<file path="config.mk">
export PLATFORM = sky130hd
export DESIGN_NAME = mbox_msg_unit
export DESIGN_NICKNAME = d
export VERILOG_FILES = /design/src/rtl/mbox_pkg.sv /design/src/rtl/mbox_decode.sv /design/src/rtl/mbox_channel.sv /design/src/rtl/mbox_read_mux.sv /design/src/rtl/mbox_msg_unit.sv
export SDC_FILE = /design/constraint.sdc
export NUM_CORES = 1
export LEC_CHECK = 0
export ABC_AREA = 1
export BUFFER_PORTS_ARGS = -buffer_cell sky130_fd_sc_hd__buf_4
export CAP_MARGIN = 15
export CORE_UTILIZATION = 56
export CTS_BUF_LIST = sky130_fd_sc_hd__clkbuf_8
export CTS_CLUSTER_DIAMETER = 150
export DETAILED_ROUTE_END_ITERATION = 10
export PLACE_DENSITY_LB_ADDON = 0.12
export SYNTH_ARGS = -nofsm -noshare
export SYNTH_HDL_FRONTEND = slang
export SYNTH_SLANG_ARGS = --single-unit
</file>
<file path="constraint.sdc">
create_clock -name clk -period 5.7 [get_ports clk]
set_input_delay 1.14 -clock clk [delete_from_list [all_inputs] [get_ports clk]]
set_output_delay 1.14 -clock clk [all_outputs]
set_load 0.03 [all_outputs]
</file>
<file path="src/rtl/mbox_pkg.sv">
// Package: address map and shared sizes for the mailbox message unit.
// Assumes word-aligned byte addresses on a 12-bit local window.
package mbox_pkg;
    localparam int MBOX_ADDR_W   = 12;
    localparam int MBOX_DATA_W   = 32;
    localparam int MBOX_N_MSG    = 2;
    // Inbound mailboxes start here; outbound ones follow directly.
    localparam int IN_MSG_BASE   = 'h050;
    localparam int OUT_MSG_BASE  = 'h058;
    localparam int IN_STAT_OFF   = 'h060;
    localparam int IN_MASK_OFF   = 'h064;
    localparam int OUT_STAT_OFF  = 'h068;
    localparam int OUT_MASK_OFF  = 'h06C;
endpackage

</file>
<file path="src/rtl/mbox_decode.sv">
// Module: mbox_decode
// Turns one port's address into hit flags for every register of the map.
// Assumes word-aligned addresses. At most one flag is set for any address.
module mbox_decode
    import mbox_pkg::*;
#(
    parameter int ADDR_W = MBOX_ADDR_W,
    parameter int N_MSG  = MBOX_N_MSG,
    localparam int IDX_W = (N_MSG > 1) ? $clog2(N_MSG) : 1
) (
    input  logic [ADDR_W-1:0] addr,
    output logic              in_msg_hit,
    output logic [IDX_W-1:0]  in_idx,
    output logic              out_msg_hit,
    output logic [IDX_W-1:0]  out_idx,
    output logic              in_stat_hit,
    output logic              in_mask_hit,
    output logic              out_stat_hit,
    output logic              out_mask_hit
);
    // Compare the address against each mailbox slot of both directions.
    always_comb begin
        in_msg_hit  = 1'b0;
        in_idx      = '0;
        out_msg_hit = 1'b0;
        out_idx     = '0;
        for (int i = 0; i < N_MSG; i++) begin
            if (addr == ADDR_W'(IN_MSG_BASE + 4 * i)) begin
                in_msg_hit = 1'b1;
                in_idx     = IDX_W'(i);
            end
            if (addr == ADDR_W'(OUT_MSG_BASE + 4 * i)) begin
                out_msg_hit = 1'b1;
                out_idx     = IDX_W'(i);
            end
        end
    end

    // Control register hits.
    assign in_stat_hit  = (addr == ADDR_W'(IN_STAT_OFF));
    assign in_mask_hit  = (addr == ADDR_W'(IN_MASK_OFF));
    assign out_stat_hit = (addr == ADDR_W'(OUT_STAT_OFF));
    assign out_mask_hit = (addr == ADDR_W'(OUT_MASK_OFF));

    // decoded hits are mutually exclusive
    always_comb begin
        onehot_hit_chk: assert ($onehot0({in_msg_hit, out_msg_hit, in_stat_hit,
                                          in_mask_hit, out_stat_hit, out_mask_hit}));
    end
endmodule

</file>
<file path="src/rtl/mbox_channel.sv">
// Module: mbox_channel
// One direction of mailboxes. The producer fills the message words. The
// consumer owns the sticky status bits (clears them with write-1) and the mask.
// Assumes the caller has already applied side ownership to every strobe.
module mbox_channel
    import mbox_pkg::*;
#(
    parameter int DATA_W = MBOX_DATA_W,
    parameter int N_MSG  = MBOX_N_MSG,
    localparam int IDX_W = (N_MSG > 1) ? $clog2(N_MSG) : 1
) (
    input  logic                          clk,
    input  logic                          rst_n,
    input  logic                          prod_wr,
    input  logic [IDX_W-1:0]              prod_idx,
    input  logic [DATA_W-1:0]             prod_data,
    input  logic                          cons_clr,
    input  logic                          cons_mask_wr,
    input  logic [N_MSG-1:0]              cons_bits,
    output logic [N_MSG-1:0][DATA_W-1:0]  msg_q,
    output logic [N_MSG-1:0]              stat_q,
    output logic [N_MSG-1:0]              mask_q,
    output logic                          irq
);
    logic [N_MSG-1:0] set_vec;
    logic [N_MSG-1:0] clr_vec;

    for (genvar g = 0; g < N_MSG; g++) begin : g_slot
        // Flag that this slot is the target of the current producer write.
        assign set_vec[g] = prod_wr && (prod_idx == IDX_W'(g));

        // Message word: no defined reset value, so it is left without reset.
        always_ff @(posedge clk) begin
            if (set_vec[g]) msg_q[g] <= prod_data;
        end
    end

    assign clr_vec = cons_clr ? cons_bits : '0;

    // Sticky status: a set beats a clear that lands in the same cycle.
    always_ff @(posedge clk) begin
        if (!rst_n) stat_q <= '0;
        else        stat_q <= (stat_q & ~clr_vec) | set_vec;
    end

    // Mask register, owned by the consumer.
    always_ff @(posedge clk) begin
        if (!rst_n)            mask_q <= '0;
        else if (cons_mask_wr) mask_q <= cons_bits;
    end

    // Interrupt request from pending unmasked status.
    assign irq = |(stat_q & ~mask_q);


    // msg_sets_status_chk
    msg_sets_status_chk: assert property (@(posedge clk) disable iff (!rst_n)
        prod_wr |=> stat_q[$past(prod_idx)]);


    // sticky_hold_chk
    sticky_hold_chk: assert property (@(posedge clk) disable iff (!rst_n)
        (!prod_wr && !cons_clr) |=> (stat_q == $past(stat_q)));


    // w1c_clears_chk
    w1c_clears_chk: assert property (@(posedge clk) disable iff (!rst_n)
        (cons_clr && !prod_wr) |=> ((stat_q & $past(cons_bits)) == '0));


    // mask_hold_chk
    mask_hold_chk: assert property (@(posedge clk) disable iff (!rst_n)
        !cons_mask_wr |=> $stable(mask_q));


    // irq_cause_chk
    irq_cause_chk: assert property (@(posedge clk) disable iff (!rst_n)
        $rose(irq) |-> $past(prod_wr || cons_mask_wr));
endmodule

</file>
<file path="src/rtl/mbox_read_mux.sv">
// Module: mbox_read_mux
// Selects the read data for one port from the decoded address.
// Assumes at most one hit flag is set. Unmapped addresses return zero.
module mbox_read_mux
    import mbox_pkg::*;
#(
    parameter int DATA_W = MBOX_DATA_W,
    parameter int N_MSG  = MBOX_N_MSG,
    localparam int IDX_W = (N_MSG > 1) ? $clog2(N_MSG) : 1
) (
    input  logic                          in_msg_hit,
    input  logic [IDX_W-1:0]              in_idx,
    input  logic                          out_msg_hit,
    input  logic [IDX_W-1:0]              out_idx,
    input  logic                          in_stat_hit,
    input  logic                          in_mask_hit,
    input  logic                          out_stat_hit,
    input  logic                          out_mask_hit,
    input  logic [N_MSG-1:0][DATA_W-1:0]  in_msg,
    input  logic [N_MSG-1:0][DATA_W-1:0]  out_msg,
    input  logic [N_MSG-1:0]              in_stat,
    input  logic [N_MSG-1:0]              in_mask,
    input  logic [N_MSG-1:0]              out_stat,
    input  logic [N_MSG-1:0]              out_mask,
    output logic [DATA_W-1:0]             rdata
);
    // Read data selection, zero-extending the narrow control registers.
    always_comb begin
        rdata = '0;
        if (in_msg_hit)        rdata = in_msg[in_idx];
        else if (out_msg_hit)  rdata = out_msg[out_idx];
        else if (in_stat_hit)  rdata = DATA_W'(in_stat);
        else if (in_mask_hit)  rdata = DATA_W'(in_mask);
        else if (out_stat_hit) rdata = DATA_W'(out_stat);
        else if (out_mask_hit) rdata = DATA_W'(out_mask);
    end
endmodule

</file>
<file path="src/rtl/mbox_msg_unit.sv">
// Module: mbox_msg_unit (top)
// Mailbox registers between a local core and a remote bus master. Inbound
// mailboxes are filled remotely and interrupt the local core. Outbound ones
// are filled locally and pull the active-low remote interrupt.
// Assumes single-cycle write strobes and combinational reads on both ports.
module mbox_msg_unit
    import mbox_pkg::*;
#(
    parameter int ADDR_W = MBOX_ADDR_W,
    parameter int DATA_W = MBOX_DATA_W,
    parameter int N_MSG  = MBOX_N_MSG
) (
    input  logic              clk,
    input  logic              rst_n,
    input  logic              loc_wr,
    input  logic [ADDR_W-1:0] loc_addr,
    input  logic [DATA_W-1:0] loc_wdata,
    output logic [DATA_W-1:0] loc_rdata,
    input  logic              rem_wr,
    input  logic [ADDR_W-1:0] rem_addr,
    input  logic [DATA_W-1:0] rem_wdata,
    output logic [DATA_W-1:0] rem_rdata,
    output logic              loc_irq,
    output logic              rem_irq_n
);
    localparam int IDX_W = (N_MSG > 1) ? $clog2(N_MSG) : 1;

    // Decoded hits, index 0 = local port, index 1 = remote port.
    logic [1:0]             d_in_msg, d_out_msg, d_in_stat, d_in_mask, d_out_stat, d_out_mask;
    logic [1:0][IDX_W-1:0]  d_in_idx, d_out_idx;
    logic [1:0][ADDR_W-1:0] p_addr;
    logic [1:0][DATA_W-1:0] p_rdata;

    logic [N_MSG-1:0][DATA_W-1:0] in_msg, out_msg;
    logic [N_MSG-1:0]             in_stat, in_mask, out_stat, out_mask;
    logic                         in_irq, out_irq;

    assign p_addr[0] = loc_addr;
    assign p_addr[1] = rem_addr;

    // One decoder and one read mux per port.
    for (genvar p = 0; p < 2; p++) begin : g_port
        mbox_decode #(.ADDR_W(ADDR_W), .N_MSG(N_MSG)) u_dec (
            .addr         (p_addr[p]),
            .in_msg_hit   (d_in_msg[p]),
            .in_idx       (d_in_idx[p]),
            .out_msg_hit  (d_out_msg[p]),
            .out_idx      (d_out_idx[p]),
            .in_stat_hit  (d_in_stat[p]),
            .in_mask_hit  (d_in_mask[p]),
            .out_stat_hit (d_out_stat[p]),
            .out_mask_hit (d_out_mask[p])
        );

        mbox_read_mux #(.DATA_W(DATA_W), .N_MSG(N_MSG)) u_rd (
            .in_msg_hit   (d_in_msg[p]),
            .in_idx       (d_in_idx[p]),
            .out_msg_hit  (d_out_msg[p]),
            .out_idx      (d_out_idx[p]),
            .in_stat_hit  (d_in_stat[p]),
            .in_mask_hit  (d_in_mask[p]),
            .out_stat_hit (d_out_stat[p]),
            .out_mask_hit (d_out_mask[p]),
            .in_msg       (in_msg),
            .out_msg      (out_msg),
            .in_stat      (in_stat),
            .in_mask      (in_mask),
            .out_stat     (out_stat),
            .out_mask     (out_mask),
            .rdata        (p_rdata[p])
        );
    end

    assign loc_rdata = p_rdata[0];
    assign rem_rdata = p_rdata[1];

    // Inbound: remote produces, local consumes.
    mbox_channel #(.DATA_W(DATA_W), .N_MSG(N_MSG)) u_inbound (
        .clk          (clk),
        .rst_n        (rst_n),
        .prod_wr      (rem_wr && d_in_msg[1]),
        .prod_idx     (d_in_idx[1]),
        .prod_data    (rem_wdata),
        .cons_clr     (loc_wr && d_in_stat[0]),
        .cons_mask_wr (loc_wr && d_in_mask[0]),
        .cons_bits    (loc_wdata[N_MSG-1:0]),
        .msg_q        (in_msg),
        .stat_q       (in_stat),
        .mask_q       (in_mask),
        .irq          (in_irq)
    );

    // Outbound: local produces, remote consumes.
    mbox_channel #(.DATA_W(DATA_W), .N_MSG(N_MSG)) u_outbound (
        .clk          (clk),
        .rst_n        (rst_n),
        .prod_wr      (loc_wr && d_out_msg[0]),
        .prod_idx     (d_out_idx[0]),
        .prod_data    (loc_wdata),
        .cons_clr     (rem_wr && d_out_stat[1]),
        .cons_mask_wr (rem_wr && d_out_mask[1]),
        .cons_bits    (rem_wdata[N_MSG-1:0]),
        .msg_q        (out_msg),
        .stat_q       (out_stat),
        .mask_q       (out_mask),
        .irq          (out_irq)
    );

    assign loc_irq   = in_irq;
    assign rem_irq_n = ~out_irq;


    // local_no_inbound_fill_chk
    local_no_inbound_fill_chk: assert property (@(posedge clk) disable iff (!rst_n)
        (!(rem_wr && d_in_msg[1])) |=> $stable(in_msg));


    // remote_no_outbound_fill_chk
    remote_no_outbound_fill_chk: assert property (@(posedge clk) disable iff (!rst_n)
        (!(loc_wr && d_out_msg[0])) |=> $stable(out_msg));


    // reset_quiet_chk
    reset_quiet_chk: assert property (@(posedge clk)
        !rst_n |=> (!loc_irq && rem_irq_n));
endmodule

</file>
==> flow_summary.html <==
<table>
<tr><th>Metric</th><th>Value</th></tr>
<tr><th colspan="2">Status</th></tr>
<tr><td>Status</td><td>completed</td></tr>
<tr><th colspan="2">GRT</th></tr>
<tr><td>Number of antenna violations at the first check in global routing</td><td>0</td></tr>
<tr><td>First-pass GRT wire length</td><td>27.71 mm</td></tr>
<tr><td>Largest net degree at the start of global routing</td><td>65</td></tr>
<tr><td>Global routing usage on met2</td><td>50.49%</td></tr>
<tr><td>GRT Residual Overflow</td><td>0</td></tr>
<tr><td>GRT met1 Usage</td><td>34.29%</td></tr>
<tr><td>Vias in the first global route</td><td>5827</td></tr>
<tr><td>Most used routing layer</td><td>met2</td></tr>
<tr><td>Global-route usage over all layers</td><td>28.88%</td></tr>
<tr><td>Global-route track usage on met3</td><td>6.588%</td></tr>
<tr><th colspan="2">Floorplan</th></tr>
<tr><td>Die Area</td><td>0.01272 mm²</td></tr>
<tr><td>Die Y-Extent</td><td>112.8 µm</td></tr>
<tr><td>Initial cell density of the core</td><td>57.45%</td></tr>
<tr><td>Die Wd</td><td>112.8 µm</td></tr>
<tr><td>Top-level I/O count</td><td>158</td></tr>
<tr><td>Total number of placement rows</td><td>40</td></tr>
<tr><td>Core area</td><td>0.01196 mm²</td></tr>
<tr><th colspan="2">Synthesis</th></tr>
<tr><td>Post-Syn Area</td><td>0.006872 mm²</td></tr>
<tr><td>Top cell types by occurrence after synthesis</td><td>189 x sky130_fd_sc_hd__nand2_1, 128 x sky130_fd_sc_hd__edfxtp_1, 98 x sky130_fd_sc_hd__inv_1</td></tr>
<tr><td>Share of async-settable or async-resettable flops after synthesis</td><td>0%</td></tr>
<tr><td>Number of distinct standard cells referenced by the synthesized netlist</td><td>29</td></tr>
<tr><td>Most frequently used flop master after synthesis</td><td>sky130_fd_sc_hd__edfxtp_1</td></tr>
<tr><td>Synth Instances</td><td>746</td></tr>
<tr><td>Largest cells by area after synthesis</td><td>sky130_fd_sc_hd__edfxtp_1 56%, sky130_fd_sc_hd__nand2_1 10%, sky130_fd_sc_hd__o211ai_1 6.1%</td></tr>
<tr><td>Main combinational cell family by area after synthesis</td><td>simple AND/OR/NAND/NOR gates</td></tr>
<tr><td>Flops &amp; latches, synth</td><td>136</td></tr>
<tr><td>Largest area contributor in the synthesized netlist</td><td>sky130_fd_sc_hd__edfxtp_1</td></tr>
<tr><td>Adder-cell share of the synthesized area</td><td>0%</td></tr>
<tr><td>Basic-gate share of the synthesized area counting and, or, nand and nor cells</td><td>16.61%</td></tr>
<tr><td>Number of flops mapped to enable cells by yosys</td><td>128</td></tr>
<tr><td>Warnings from Yosys</td><td>0</td></tr>
<tr><td>Most common cell in the netlist</td><td>sky130_fd_sc_hd__nand2_1</td></tr>
<tr><td>Synthesized-area fraction occupied by xor and xnor cells</td><td>0%</td></tr>
<tr><td>Mean cell area of the mapped netlist</td><td>9.211 µm²</td></tr>
<tr><td>Post-synth net total</td><td>838</td></tr>
<tr><td>Mux share of post-synthesis cell area</td><td>0%</td></tr>
<tr><td>Compound-gate portion of the synthesized area</td><td>16.41%</td></tr>
<tr><td>Sequential share of the synthesized area</td><td>58.27%</td></tr>
<tr><td>Share of the synthesized area in the top cell type</td><td>55.94%</td></tr>
<tr><th colspan="2">Cells and area</th></tr>
<tr><td>Ant diodes</td><td>0</td></tr>
<tr><td>P&amp;R area growth vs syn</td><td>23.89%</td></tr>
<tr><td>Share of post-route cells with drive strength above 1</td><td>24.12%</td></tr>
<tr><td>Total Nets Final</td><td>983</td></tr>
<tr><td>Post-route design area</td><td>0.008513 mm²</td></tr>
<tr><th colspan="2">Power</th></tr>
<tr><td>Power density over the cells</td><td>236.4 mW/mm²</td></tr>
<tr><td>Leakage dissipation</td><td>3.869 nW</td></tr>
<tr><td>Maximum vdd ir drop</td><td>232.3 µV</td></tr>
<tr><th colspan="2">Detailed routing</th></tr>
<tr><td>Pre-antenna DRT Iters</td><td>5</td></tr>
<tr><td>Final ANT Viol Nets</td><td>0</td></tr>
<tr><td>Detailed-route wire length</td><td>18.02 mm</td></tr>
<tr><td>Iteration-0 DRC count of the detailed router</td><td>568</td></tr>
<tr><td>Via/cell ratio</td><td>5.735</td></tr>
<tr><td>Count of vias placed by the detailed router</td><td>6028</td></tr>
<tr><td>Routed len/inst</td><td>17.14 µm</td></tr>
<tr><td>Final routed DRC violation total</td><td>0</td></tr>
<tr><th colspan="2">Setup path</th></tr>
<tr><td>Biggest fanout along the worst timing path</td><td>64</td></tr>
<tr><td>Kind of cell adding the most delay to the critical path</td><td>simple AND/OR/NAND/NOR gates</td></tr>
<tr><td>Chain of cells forming the critical path</td><td>buf_4 -&gt; inv_1 -&gt; nand2_1 -&gt; nor2_2 -&gt; nand2_4 -&gt; nand2_2 -&gt; o211ai_1 -&gt; nand2_1 -&gt; buf_4</td></tr>
<tr><td>CP max-delay cell</td><td>sky130_fd_sc_hd__nand2_2</td></tr>
<tr><td>Data required time at the worst endpoint</td><td>4.56 ns</td></tr>
<tr><td>Buf+Inv Stages, Crit Path</td><td>3</td></tr>
<tr><td>Capturing element type of the critical path</td><td>primary output</td></tr>
<tr><td>Critical path startpoint category</td><td>primary input</td></tr>
<tr><td>Endpoint arrival time on the critical path</td><td>3.39 ns</td></tr>
<tr><td>Worst stage delay on the critical path</td><td>0.73 ns</td></tr>
<tr><td>Start-to-end type of the worst setup path</td><td>primary input to primary output</td></tr>
<tr><th colspan="2">Clock network</th></tr>
<tr><td>Count of H-tree levels built during CTS</td><td>4</td></tr>
<tr><td>Worst-path clk slew</td><td>0.07 ns</td></tr>
<tr><td>Number of sinks on the clock net</td><td>136</td></tr>
<tr><td>Maximum clock insertion buffer count</td><td>2</td></tr>
<tr><td>TritonCTS clock tree</td><td>done</td></tr>
<tr><td>Clk_lat worst skew</td><td>0.44 ns</td></tr>
<tr><td>Number of buffers inserted by hold repair at cts</td><td>0</td></tr>
<tr><td>Setup fix buffers added after clock tree synthesis</td><td>0</td></tr>
<tr><td># resized after CTS</td><td>0</td></tr>
<tr><td>Num CTS Buffers</td><td>17</td></tr>
<tr><td>Root Buffer Master</td><td>sky130_fd_sc_hd__clkbuf_8</td></tr>
<tr><th colspan="2">Timing</th></tr>
<tr><td>Fin Hold WS</td><td>0.5054 ns</td></tr>
<tr><td>Final setup TNS</td><td>0 ns</td></tr>
<tr><td>Max-slew violation count</td><td>0</td></tr>
<tr><td>Actual transition at the worst max-transition pin</td><td>1.146 ns</td></tr>
<tr><td>Minimum clock period after layout</td><td>4.533 ns</td></tr>
<tr><td>Worst slew slack as a fraction of its limit</td><td>23.41%</td></tr>
<tr><td>Setup-violating endpoint count in the final report</td><td>0</td></tr>
<tr><td>Setup repair after global routing missed its margin</td><td>false</td></tr>
<tr><td>Max Freq</td><td>220.6 MHz</td></tr>
<tr><td>Final Hold Viols</td><td>0</td></tr>
<tr><td>Share of the clock period used by the worst path after layout</td><td>79.52%</td></tr>
<tr><td>Worst-case clock skew</td><td>0 ns</td></tr>
<tr><th colspan="2">Placed design</th></tr>
<tr><td>DP Area</td><td>0.008094 mm²</td></tr>
<tr><td>Number of port buffers</td><td>157</td></tr>
<tr><td>Detailed placer's ending HPWL</td><td>11.73 mm</td></tr>
<tr><td>Placer Congestion</td><td>0.9202</td></tr>
<tr><th colspan="2">Hold path</th></tr>
<tr><td>Classification of the worst-slack hold path</td><td>flop to flop</td></tr>
<tr><th colspan="2">Flow run</th></tr>
<tr><td>Reported max-cap violation count</td><td>0</td></tr>
</table>
==> per-stage QoR <==
step | setup WS, ns | power (mW) | std cells | util (%)
6_report | 1.167 | 2.012 | 1051 | 71.17
5_1_grt | 1.017 | 2.066 | 1051 | 71.17
4_1_cts | 1.166 | 2.019 | 1051 | 71.17
3_5_place_dp | 1.183 | 1.197 | 1019 | 67.67
3_3_place_gp | 1.232 | 1.193 | 1019 | 67.67
2_1_floorplan | 1.181 | 1.132 | 746 | -
==> routing by layer <==
layer | wire length [µm] | vias to the layer above | share of wire [%]
met4 | 399 | 0 | 2.2
met2 | 9014 | 341 | 50
met5 | 0 | - | 0
met3 | 1696 | 43 | 9.4
met1 | 6907 | 2806 | 38
li1 | - | 2838 | -
==> where the power goes <==
group          internal, mW  switching (mW)  leakage [nW]
clock network         0.470           0.367         0.211
logic                0.0460          0.0397          2.44
registers              1.09       0.0000714          1.21
total                  1.61           0.406          3.87
==> area by class of cell <==
type	instances	area (µm²)
clock buffers	17	234.0
clock inverters	15	185.2
fillers	894	3448
inverters	107	401.6
multi-input cells	467	2288
flip-flops and latches	136	4004
well taps	147	183.9
repair buffers	162	1216
==> state kept, by name (all words and copies together) (netlist names) <==
signal,cells
u_inbound.mask_q,2
u_inbound.msg_q,64
u_inbound.stat_q,2
u_outbound.mask_q,2
u_outbound.msg_q,64
u_outbound.stat_q,2
==> placed cells by master (no fill, tap or decap) <==
cell type and count:
sky130_fd_sc_hd__a21oi_1 29, sky130_fd_sc_hd__buf_4 162, sky130_fd_sc_hd__bufinv_16 4, sky130_fd_sc_hd__clkbuf_8 17, sky130_fd_sc_hd__clkinv_1 3, sky130_fd_sc_hd__clkinv_2 1
sky130_fd_sc_hd__clkinv_4 2, sky130_fd_sc_hd__clkinvlp_4 2, sky130_fd_sc_hd__dfxtp_1 8, sky130_fd_sc_hd__edfxtp_1 128, sky130_fd_sc_hd__inv_1 100, sky130_fd_sc_hd__inv_2 9
sky130_fd_sc_hd__inv_6 1, sky130_fd_sc_hd__nand2_1 189, sky130_fd_sc_hd__nand2_2 5, sky130_fd_sc_hd__nand2_4 1, sky130_fd_sc_hd__nand3_1 22, sky130_fd_sc_hd__nand3_2 3
sky130_fd_sc_hd__nand4_1 6, sky130_fd_sc_hd__nor2_1 32, sky130_fd_sc_hd__nor2_2 6, sky130_fd_sc_hd__nor2_4 2, sky130_fd_sc_hd__nor3_1 3, sky130_fd_sc_hd__nor3_2 1
sky130_fd_sc_hd__nor3b_2 1, sky130_fd_sc_hd__nor4_1 1, sky130_fd_sc_hd__o211ai_1 56, sky130_fd_sc_hd__o21a_1 1, sky130_fd_sc_hd__o21ai_0 35, sky130_fd_sc_hd__o21ai_1 71
sky130_fd_sc_hd__o21ai_4 1, sky130_fd_sc_hd__o22ai_1 1, sky130_fd_sc_hd__o32ai_1 1
==> cells by family after synthesis <==
logic type	after synthesis
buffers and inverters	143
AO/OA/AOI/OAI	195
AND/OR/NAND/NOR	272
flip-flops	136
==> worst reg2reg max path, stage by stage, from the launching register on <==
cell and delay [ns]:
sky130_fd_sc_hd__dfxtp_1 0.43, sky130_fd_sc_hd__nand2_1 0.08, sky130_fd_sc_hd__a21oi_1 0.11
==> final timing paths <==
check / from / end / slack (ns) / depth (start not counted)
worst max register to register: u_outbound.stat_q[1]$_SDFF_PN0_ / u_outbound.stat_q[1]$_SDFF_PN0_ / 5.02 / 2
worst min-delay path: u_inbound.stat_q[1]$_SDFF_PN0_ / u_inbound.stat_q[1]$_SDFF_PN0_ / 0.51 / 2
worst max-delay path: rem_addr[3] / rem_rdata[21] / 1.17 / 9
worst min register to register: u_inbound.stat_q[1]$_SDFF_PN0_ / u_inbound.stat_q[1]$_SDFF_PN0_ / 0.51 / 2
(Power assumes the default switching activity.)
